===== config.mk =====
export PLATFORM = sky130hd
export DESIGN_NAME = pwm_timer_chan
export DESIGN_NICKNAME = d
export VERILOG_FILES = /design/src/rtl/pwmt_pkg.sv /design/src/rtl/pwmt_regs.sv /design/src/rtl/pwmt_prescale.sv /design/src/rtl/pwmt_wave.sv /design/src/rtl/pwm_timer_chan.sv
export SDC_FILE = /design/constraint.sdc
export NUM_CORES = 1
export LEC_CHECK = 0
export BUFFER_PORTS_ARGS = -buffer_cell sky130_fd_sc_hd__buf_2
export CAP_MARGIN = 10
export CORE_UTILIZATION = 50
export CTS_CLUSTER_DIAMETER = 100
export DETAILED_ROUTE_END_ITERATION = 10
export GPL_TIMING_DRIVEN = 0
export PLACE_DENSITY = 0.8
export SETUP_SLACK_MARGIN = 0.3
export SYNTH_ARGS = -nofsm -noshare
export SYNTH_HDL_FRONTEND = slang
export SYNTH_SLANG_ARGS = --single-unit

===== constraint.sdc =====
create_clock -name clk -period 7.17 [get_ports clk]
set_clock_uncertainty 0.1 [all_clocks]
set_input_delay 2.151 -clock clk [delete_from_list [all_inputs] [get_ports clk]]
set_output_delay 2.151 -clock clk [all_outputs]
set_load 0.01 [all_outputs]

===== src/rtl/pwmt_pkg.sv =====
// Package: shared register layout and the setting bundle of the PWM channel.
// Assumes 32-bit word registers and 10-bit period/phase fields.
package pwmt_pkg;
    localparam int REG_W   = 32;
    localparam int CNT_W   = 10;
    localparam int EXP_W   = 5;
    localparam int OFS_CTL = 0;
    localparam int OFS_CNT = 4;
    // control word bit positions
    localparam int B_RUN   = 0;
    localparam int B_ONE   = 4;
    localparam int B_HOLD  = 11;
    localparam int B_ELO   = 15;
    localparam int B_EHI_L = 16;
    localparam int B_EHI_H = 19;
    localparam int B_ERR   = 31;
    // count word field positions
    localparam int B_PER_L = 16;
    localparam int B_PER_H = B_PER_L + CNT_W - 1;
    localparam int B_PH_L  = 0;
    localparam int B_PH_H  = B_PH_L + CNT_W - 1;

    typedef struct packed {
        logic [CNT_W-1:0] period;
        logic [CNT_W-1:0] phase;
        logic [EXP_W-1:0] expo;
    } tset_t;
endpackage


===== src/rtl/pwmt_regs.sv =====
// Module: register file of the PWM channel. Holds programmed values, the
// pending (committed) set used at period boundaries, hold, one-shot, run and
// error state. Assumes single-cycle bus writes and word-aligned offsets.
module pwmt_regs
    import pwmt_pkg::*;
#(
    parameter int ADDR_W = 4
) (
    input  logic              clk,
    input  logic              rst_n,
    input  logic              bus_sel,
    input  logic              bus_wr,
    input  logic [ADDR_W-1:0] bus_addr,
    input  logic [REG_W-1:0]  bus_wdata,
    output logic [REG_W-1:0]  bus_rdata,
    input  logic              period_end,
    output logic              run_o,
    output tset_t             pend_o
);
    tset_t prog_q, prog_n, pend_q, pend_n;
    logic  hold_q, hold_n, one_q, one_n, run_q, run_req, err_q, err_n, bad;
    logic  wr_ctl, wr_cnt;

    // decode the two write strobes
    always_comb begin
        wr_ctl = bus_sel && bus_wr && (bus_addr == ADDR_W'(OFS_CTL));
        wr_cnt = bus_sel && bus_wr && (bus_addr == ADDR_W'(OFS_CNT));
    end

    // next programmed, pending and control state, including the zero guard
    always_comb begin
        prog_n = prog_q;
        if (wr_cnt) begin
            prog_n.period = bus_wdata[B_PER_H:B_PER_L];
            prog_n.phase  = bus_wdata[B_PH_H:B_PH_L];
        end
        if (wr_ctl)
            prog_n.expo = {bus_wdata[B_EHI_H:B_EHI_L], bus_wdata[B_ELO]};
        hold_n  = wr_ctl ? bus_wdata[B_HOLD] : hold_q;
        one_n   = wr_ctl ? bus_wdata[B_ONE]  : one_q;
        pend_n  = hold_n ? pend_q : prog_n;
        run_req = wr_ctl ? bus_wdata[B_RUN] : (run_q && !(one_q && period_end));
        bad     = run_req && ((pend_n.period == '0) || (pend_n.phase == '0));
        err_n   = (err_q && !(wr_ctl && bus_wdata[B_ERR])) || bad;
    end

    // register update
    always_ff @(posedge clk) begin
        if (!rst_n) begin
            prog_q <= '0;
            pend_q <= '0;
            hold_q <= 1'b0;
            one_q  <= 1'b0;
            run_q  <= 1'b0;
            err_q  <= 1'b0;
        end else begin
            prog_q <= prog_n;
            pend_q <= pend_n;
            hold_q <= hold_n;
            one_q  <= one_n;
            run_q  <= run_req && !bad;
            err_q  <= err_n;
        end
    end

    // read mux: programmed values, zeros elsewhere
    always_comb begin
        bus_rdata = '0;
        if (bus_sel && !bus_wr) begin
            if (bus_addr == ADDR_W'(OFS_CTL)) begin
                bus_rdata[B_RUN]           = run_q;
                bus_rdata[B_ONE]           = one_q;
                bus_rdata[B_HOLD]          = hold_q;
                bus_rdata[B_ELO]           = prog_q.expo[0];
                bus_rdata[B_EHI_H:B_EHI_L] = prog_q.expo[EXP_W-1:1];
                bus_rdata[B_ERR]           = err_q;
            end else if (bus_addr == ADDR_W'(OFS_CNT)) begin
                bus_rdata[B_PER_H:B_PER_L] = prog_q.period;
                bus_rdata[B_PH_H:B_PH_L]   = prog_q.phase;
            end
        end
    end

    assign run_o  = run_q;
    assign pend_o = pend_q;

    // a running channel never carries a zero pending count
    assert_no_zero_run_R5: assert property (@(posedge clk) disable iff (!rst_n)
        run_q |-> (pend_q.period != '0 && pend_q.phase != '0));
    // the error flag rises only together with a stopped channel
    assert_err_stops_R6: assert property (@(posedge clk) disable iff (!rst_n)
        $rose(err_q) |-> !run_q);
    // the pending set is frozen while hold stays set
    assert_hold_freeze_R8: assert property (@(posedge clk) disable iff (!rst_n)
        (hold_q && $past(hold_q)) |-> $stable(pend_q));
endmodule


===== src/rtl/pwmt_prescale.sv =====
// Module: power-of-two clock prescaler. Emits a one-cycle tick every 2^n
// cycles after a restart. Exponents above PRE_MAX saturate at PRE_MAX.
module pwmt_prescale
    import pwmt_pkg::*;
#(
    parameter int PRE_MAX = 24
) (
    input  logic             clk,
    input  logic             rst_n,
    input  logic             run,
    input  logic             restart,
    input  logic [EXP_W-1:0] expo,
    output logic             tick
);
    localparam int PW = PRE_MAX;
    logic [PW-1:0]  cnt_q, mask;
    logic [PW:0]    full;
    logic [EXP_W-1:0] expo_c;

    // clamp the exponent and build the low-bit mask
    always_comb begin
        expo_c = (expo > EXP_W'(PRE_MAX)) ? EXP_W'(PRE_MAX) : expo;
        full   = ({{PW{1'b0}}, 1'b1} << expo_c) - 1'b1;
        mask   = full[PW-1:0];
        tick   = run && ((cnt_q & mask) == mask);
    end

    // free-running divider, cleared when idle or restarted
    always_ff @(posedge clk) begin
        if (!rst_n || !run || restart) cnt_q <= '0;
        else                           cnt_q <= cnt_q + 1'b1;
    end

    // idle prescaler sits at zero
    assert_pre_idle_R10: assert property (@(posedge clk) disable iff (!rst_n)
        !run |=> (cnt_q == '0));
endmodule


===== src/rtl/pwmt_wave.sv =====
// Module: period/phase counter and output stage. Loads the pending set at
// start and at every period boundary; assumes nonzero counts when enabled.
module pwmt_wave
    import pwmt_pkg::*;
(
    input  logic             clk,
    input  logic             rst_n,
    input  logic             run,
    input  tset_t            pend,
    input  logic             tick,
    output logic             load,
    output logic             period_end,
    output logic [EXP_W-1:0] expo_act,
    output logic             pwm_out
);
    tset_t            act_q;
    logic [CNT_W-1:0] cnt_q;
    logic             live_q;

    // boundary and output decode
    always_comb begin
        period_end = live_q && tick && (cnt_q == act_q.period - 1'b1);
        load       = (run && !live_q) || period_end;
        pwm_out    = run && live_q && (cnt_q < act_q.phase);
        expo_act   = act_q.expo;
    end

    // active setting and tick counter
    always_ff @(posedge clk) begin
        if (!rst_n || !run) begin
            act_q  <= '0;
            cnt_q  <= '0;
            live_q <= 1'b0;
        end else if (load) begin
            act_q  <= pend;
            cnt_q  <= '0;
            live_q <= 1'b1;
        end else if (tick) begin
            cnt_q  <= cnt_q + 1'b1;
        end
    end

    // counter stays inside the active period
    assert_cnt_range_R3: assert property (@(posedge clk) disable iff (!rst_n)
        live_q |-> (cnt_q < act_q.period));
    // active setting changes only at a boundary
    assert_act_boundary_R7: assert property (@(posedge clk) disable iff (!rst_n)
        ($past(live_q) && live_q && !$past(period_end)) |-> $stable(act_q));
    // disabled channel returns to the idle state
    assert_idle_R10: assert property (@(posedge clk) disable iff (!rst_n)
        !run |=> (!live_q && cnt_q == '0));
endmodule


===== src/rtl/pwm_timer_chan.sv =====
// Module: top of the single-channel PWM timer. Connects the register file,
// prescaler and waveform stage. Assumes one synchronous clock domain.
module pwm_timer_chan
    import pwmt_pkg::*;
#(
    parameter int ADDR_W  = 4,
    parameter int PRE_MAX = 24
) (
    input  logic              clk,
    input  logic              rst_n,
    input  logic              bus_sel,
    input  logic              bus_wr,
    input  logic [ADDR_W-1:0] bus_addr,
    input  logic [31:0]       bus_wdata,
    output logic [31:0]       bus_rdata,
    output logic              pwm_out
);
    tset_t            pend;
    logic             run, tick, load, period_end;
    logic [EXP_W-1:0] expo_act;

    pwmt_regs #(.ADDR_W(ADDR_W)) u_regs (
        .clk(clk), .rst_n(rst_n), .bus_sel(bus_sel), .bus_wr(bus_wr),
        .bus_addr(bus_addr), .bus_wdata(bus_wdata), .bus_rdata(bus_rdata),
        .period_end(period_end), .run_o(run), .pend_o(pend)
    );

    pwmt_prescale #(.PRE_MAX(PRE_MAX)) u_pre (
        .clk(clk), .rst_n(rst_n), .run(run), .restart(load),
        .expo(expo_act), .tick(tick)
    );

    pwmt_wave u_wave (
        .clk(clk), .rst_n(rst_n), .run(run), .pend(pend), .tick(tick),
        .load(load), .period_end(period_end), .expo_act(expo_act),
        .pwm_out(pwm_out)
    );
endmodule


==> run summary, run 1 <==
Status = finished, violations left
Failing checks = DRC
Postcts setup bufs = 0
Yosys cell types = 63
Synth top area cells = dfxtp_1, mux2i_1, nor2_1, xor2_1, nor2b_1
Worst setup path class = in2out
Cell area after synthesis = 6000 µm²
Clk buf depth = 2
GPL Wtd Cong = 0.886
Top Ports = 73
RSZ-0062 raised after global routing = false
Synth Area in XOR/XNOR = 0.0642
Mux cell area share after synthesis = 0.105
Worst slew margin = 0.631
Pre-CTS WS = 1.32 ns
Endpoints failing hold = 0
CP endpoint kind = primary output
Hold WC Path Type = reg2reg
Most frequent cells after synthesis = dfxtp_1, nor2_1, mux2i_1
Post_cts resized = 0
Minimum clock period = 5.86 ns
Tightest Pin Transition = 0.549 ns
FMAX = 171 MHz
Simple-gate portion of the synthesized area = 0.247
Antenna Diode Count = 0
Drt wl/cell = 16.2 µm
Count leader, synth = dfxtp_1
Power Density = 215 nW/µm²
Initial DRT Pass Iterations = 8
Post-synthesis async set-or-reset flop share = 0
Syn Area/Cell = 8.70 µm²
Clock slew at reported path FFs = 0.06 ns
Reg power frac = 0.420
First-pass GRT wire length = 24600 µm
Final #Nets = 824
Total CTS buffers = 17
Clk pwr share = 0.554
Iter 0 DRT Violations = 442
WP data arrival = 3.61 ns
Routed wire length = 15000 µm
Area Growth Syn to Fin = 17.9%
Main synth FF type = dfxtp_1
Die ar. = 12400 µm²
DR vias/cell = 5.63
Sequential area share after synthesis = 0.380
Gate Count Post-Synth = 690
I/O Buffers = 54
Initial cell density of the core = 0.519
Max rail drop VDD = 0.241 mV
Grt ovf = 0
Psw = 0.000342 W
DR vias = 5216
Lkg Pwr = 2.75 nW
Hold-fix buffers, CTS = 0
Yosys warning count = 0
Row cnt = 39
Antenna Nets Post-Route = 0
Post-Synth Adder-Cell Area = 0.0271
Combinational family with the most area after synthesis = simple AND/OR/NAND/NOR gates
Max-cap violations = 0
Switching Fraction = 0.225
Die height = 112 µm
Top-area cell type share of the netlist area = 0.380
Crit path required time = 4.92 ns
Gr usage total = 0.249
Flop and latch count out of synthesis = 114
Crit share post-route = 0.818
# setup viols final = 0
Startpoint Class = primary input
Setup ws final = 1.31 ns
Largest net degree at the start of global routing = 17
Worst Path Max Fanout = 10
Setup tns final = 0 ns
H-Tree Depth = 4
Initial antenna violation count = 0
Compound-Gate Fraction of Synth Area = 0.107
Final HPWL DP = 11000 µm
P_int = 0.00118 W
Share of layout cells above drive strength 1 = 0.170
Vias in the first global route = 5146
Clk_lat worst skew = 0.41 ns
Root Buffer = clkbuf_16
Combinational Power Share = 0.027
Final Power = 0.00152 W
Max-slew violation count = 0
Die width = 112 µm
DRC = 2
Core area = 11600 µm²
Cell taking the most area after synthesis = dfxtp_1
Number of synthesized flops with an enable pin = 0
CTS Sinks = 114
CTS tree = done
[power by group through the flow]
stage	registers (W)	clock network (W)	logic, W
global route	0.000638	0.000877	0.0000438
floorplan	0.000651	0	0.0000233
global placement	0.000652	0	0.0000377
detailed placement	0.000652	0	0.0000388
CTS	0.000638	0.000850	0.0000394
finish	0.000638	0.000842	0.0000405
[registers in the layout (all words and copies together), names as in the netlist]
register         flops
u_regs.pend_o       25
u_regs.prog_q       25
u_pre.cnt_q         24
u_wave.act_q        20
u_wave.cnt_q        10
u_wave.expo_act      5
u_regs.err_q         1
u_regs.hold_q        1
u_regs.one_q         1
u_regs.run_o         1
u_wave.live_q        1
[worst paths after layout]
path | slack (ns) | startpoint | cells past startpoint | to
max | 1.31 | bus_addr[1] | 6 | bus_rdata[18]
min | 0.37 | u_regs.err_q | 2 | u_regs.err_q
max reg2reg | 3.06 | u_wave.expo_act[1] | 15 | u_wave.act_q[11]
min reg2reg | 0.37 | u_regs.err_q | 2 | u_regs.err_q
[per-layer routing]
layer,track usage,part of all wire,up-vias
met5,0,0,-
met4,0.104,0.023,0
met3,0.0523,0.043,30
met2,0.430,0.50,144
met1,0.300,0.44,2519
li1,-,-,2523
[layout make-up]
| cell class | count | area [µm²] |
|---|---|---|
| Buffer | 51 | 299 |
| Clock buffer | 18 | 439 |
| Clock inverter | 14 | 154 |
| Fill cell | 943 | 4490 |
| Inverter | 30 | 113 |
| Multi-Input combinational cell | 503 | 3340 |
| Sequential cell | 114 | 2280 |
| Tap cell | 143 | 179 |
| Timing Repair Buffer | 54 | 270 |
[kinds of logic after synthesis]
kind of cell / Yosys count
buffers and inverters: 81
flip-flops: 114
other: 1
XOR/XNOR: 44
adder cells (fa/ha/maj): 13
AO/OA/AOI/OAI: 85
multiplexers: 62
AND/OR/NAND/NOR: 290
[through the flow]
stage	util	hold WS, ns	cell area, µm²	std cells
floorplan	-	0.331	6030	698
global placement	0.561	0.345	6480	895
detailed placement	0.561	0.361	6480	895
CTS	0.612	0.369	7080	927
global route	0.612	0.391	7080	927
finish	0.612	0.369	7080	927
[worst max-delay path: stages]
cell and delay [ns]:
buf_2 0.11, nor4b_1 0.47, clkbuf_1 0.45, a22oi_1 0.18, nor2_1 0.12, buf_2 0.14
[placed cells by master, fill, tap and decap left out, types with 17 or more instances in the layout]
cell,instances
xor2_1,24
dfxtp_1,114
and3_1,29
nor2_1,96
nand3_1,19
nand2_1,42
clkbuf_16,17
inv_1,30
nor2b_1,32
clkbuf_1,19
mux2i_1,52
buf_2,65
xnor2_1,20
(Power assumes the default switching activity.)
==> inputs of run 2 (changes only) <==
- PLACE_DENSITY: 0.8 -> 0.83
- clock period: 7.17 -> 4.8 ns (I/O delays scaled with it)
==> run summary, run 2 (same netlist as run 1, synthesis figures left out) <==
Initial cell density of the core = 0.519
Post_cts resized = 0
Storage cell area = 2280 µm²
Gr usage total = 0.244
DR vias/cell = 5.62
Max incr delay on CP = 0.46 ns
Antenna Diode Count = 0
Area Growth Syn to Fin = 18.9%
Lkg Pwr = 2.79 nW
Core area = 11600 µm²
Startpoint Class = primary input
Hold-fix buffers, CTS = 0
WP data arrival = 2.71 ns
Setup tns final = 0 ns
RSZ-0062 raised after global routing = false
Failing checks = DRC
Worst Path Max Fanout = 10
Max-slew violation count = 0
Crit share post-route = 0.886
Antenna Nets Post-Route = 0
Met1 usage = 0.300
Clk buf depth = 2
Top Ports = 73
Most Crowded Layer GR = met2
Clk_lat worst skew = 0.41 ns
Met3 Use GR = 0.0582
Worst slew margin = 0.642
Vias in the first global route = 5026
Worst R2R Path Depth = 15
Final #Nets = 824
Iter 0 DRT Violations = 499
Hold WC Path Type = reg2reg
CTS tree = done
Endpoints failing hold = 0
Tightest Pin Transition = 0.532 ns
Status = finished, violations left
# setup viols final = 0
Hold Startpoint = u_regs.err_q
Max rail drop VDD = 0.282 mV
Clock slew at reported path FFs = 0.06 ns
Die ar. = 12400 µm²
Share of layout cells above drive strength 1 = 0.167
Commonest non-fill, non-tap cell in the layout = dfxtp_1
Die height = 112 µm
Crit path required time = 3.26 ns
GPL Wtd Cong = 0.910
CP endpoint kind = primary output
Root Buffer = clkbuf_16
Initial antenna violation count = 0
GRT met2 Usage = 0.410
R2R Setup Slk = 0.70 ns
Power Density = 337 nW/µm²
Max-cap violations = 0
First-pass GRT wire length = 24100 µm
Largest net degree at the start of global routing = 17
DR vias = 5206
DRC = 4
Routed wire length = 14700 µm
Initial DRT Pass Iterations = 8
# placed instances = 895
I/O Buffers = 54
H-Tree Depth = 4
CTS Sinks = 114
Die width = 112 µm
Delay-heaviest family, CP = simple AND/OR/NAND/NOR gates
Final HPWL DP = 10300 µm
Multi-input gate area = 3340 µm²
Total CTS buffers = 17
Hold depth = 2
Worst path bufs/invs = 3
WHS Endpoint = u_regs.err_q
Minimum clock period = 4.25 ns
Finished Layout Cells = 927
Worst path cell trace = buf_2 > nor4b_1 > clkbuf_2 > a22oi_1 > nor2_1 > buf_2
RR Endpoint = u_wave.act_q[24]
Grt ovf = 0
Worst path most repeated cell = buf_2
Postcts setup bufs = 0
Row cnt = 39
Drt wl/cell = 15.8 µm
Fill count = 948
FF-to-FF Start = u_wave.expo_act[1]
Worst setup path class = in2out
FMAX = 235 MHz
Most frequent cells in the layout = dfxtp_1, nor2_1, buf_2
CP max-delay cell = nor4b_1
run 2: final cells by class:
cell class	instances	share of cell area
multi-input cells	503	0.468
flip-flops and latches	114	0.320
clock buffers	23	0.0670
plain buffers	51	0.0421
repair buffers	54	0.0379
well taps	143	0.0251
clock inverters	9	0.0247
inverters	30	0.0158
run 2: worst reg2reg max path, delay by kind of cell, from the launching register on:
| kind | cells | cell delay, ns |
|---|---|---|
| buf+inv | 5 | 1.41 |
| compound gates | 4 | 0.90 |
| simple gates | 4 | 0.64 |
| flops | 1 | 0.39 |
| fa+ha+maj | 1 | 0.27 |
| mux | 1 | 0.24 |
run 2: worst max-delay path by stage:
stage	startpoint	end	slack [ns]	depth (start not counted)
after CTS	bus_addr[1]	bus_rdata[0]	0.45	6
after global routing	bus_addr[1]	bus_rdata[0]	0.40	6
after detailed placement	bus_addr[1]	u_regs.err_q	0.36	11
after floorplan	bus_addr[1]	bus_rdata[0]	0.86	4
final	bus_addr[1]	bus_rdata[0]	0.55	6
after global placement	bus_addr[1]	u_regs.run_o	0.38	11
run 2: per-layer routing:
| layer | up-vias | routed length, µm |
|---|---|---|
| met5 | - | 0 |
| met4 | 0 | 362 |
| met3 | 45 | 748 |
| met2 | 168 | 7070 |
| met1 | 2467 | 6480 |
| li1 | 2526 | - |
run 2: metrics by stage:
step	setup WS (ns)	hold WS, ns	utilization	total power [W]	instance area, µm²
5_1_grt	0.397	0.391	0.617	0.00246	7140
4_1_cts	0.450	0.363	0.617	0.00241	7140
3_5_place_dp	0.358	0.356	0.561	0.00103	6480
6_report	0.549	0.364	0.617	0.00240	7140
3_3_place_gp	0.382	0.342	0.561	0.00103	6480
2_1_floorplan	0.865	0.331	-	0.00101	6030
run 2: report_power, final:
part | switching (W) | leakage, nW | internal (W) | total (W)
combinational | 0.0000315 | 1.55 | 0.0000281 | 0.0000596
clock | 0.000429 | 0.317 | 0.000961 | 0.00139
sequential | 0.00000249 | 0.918 | 0.000951 | 0.000954
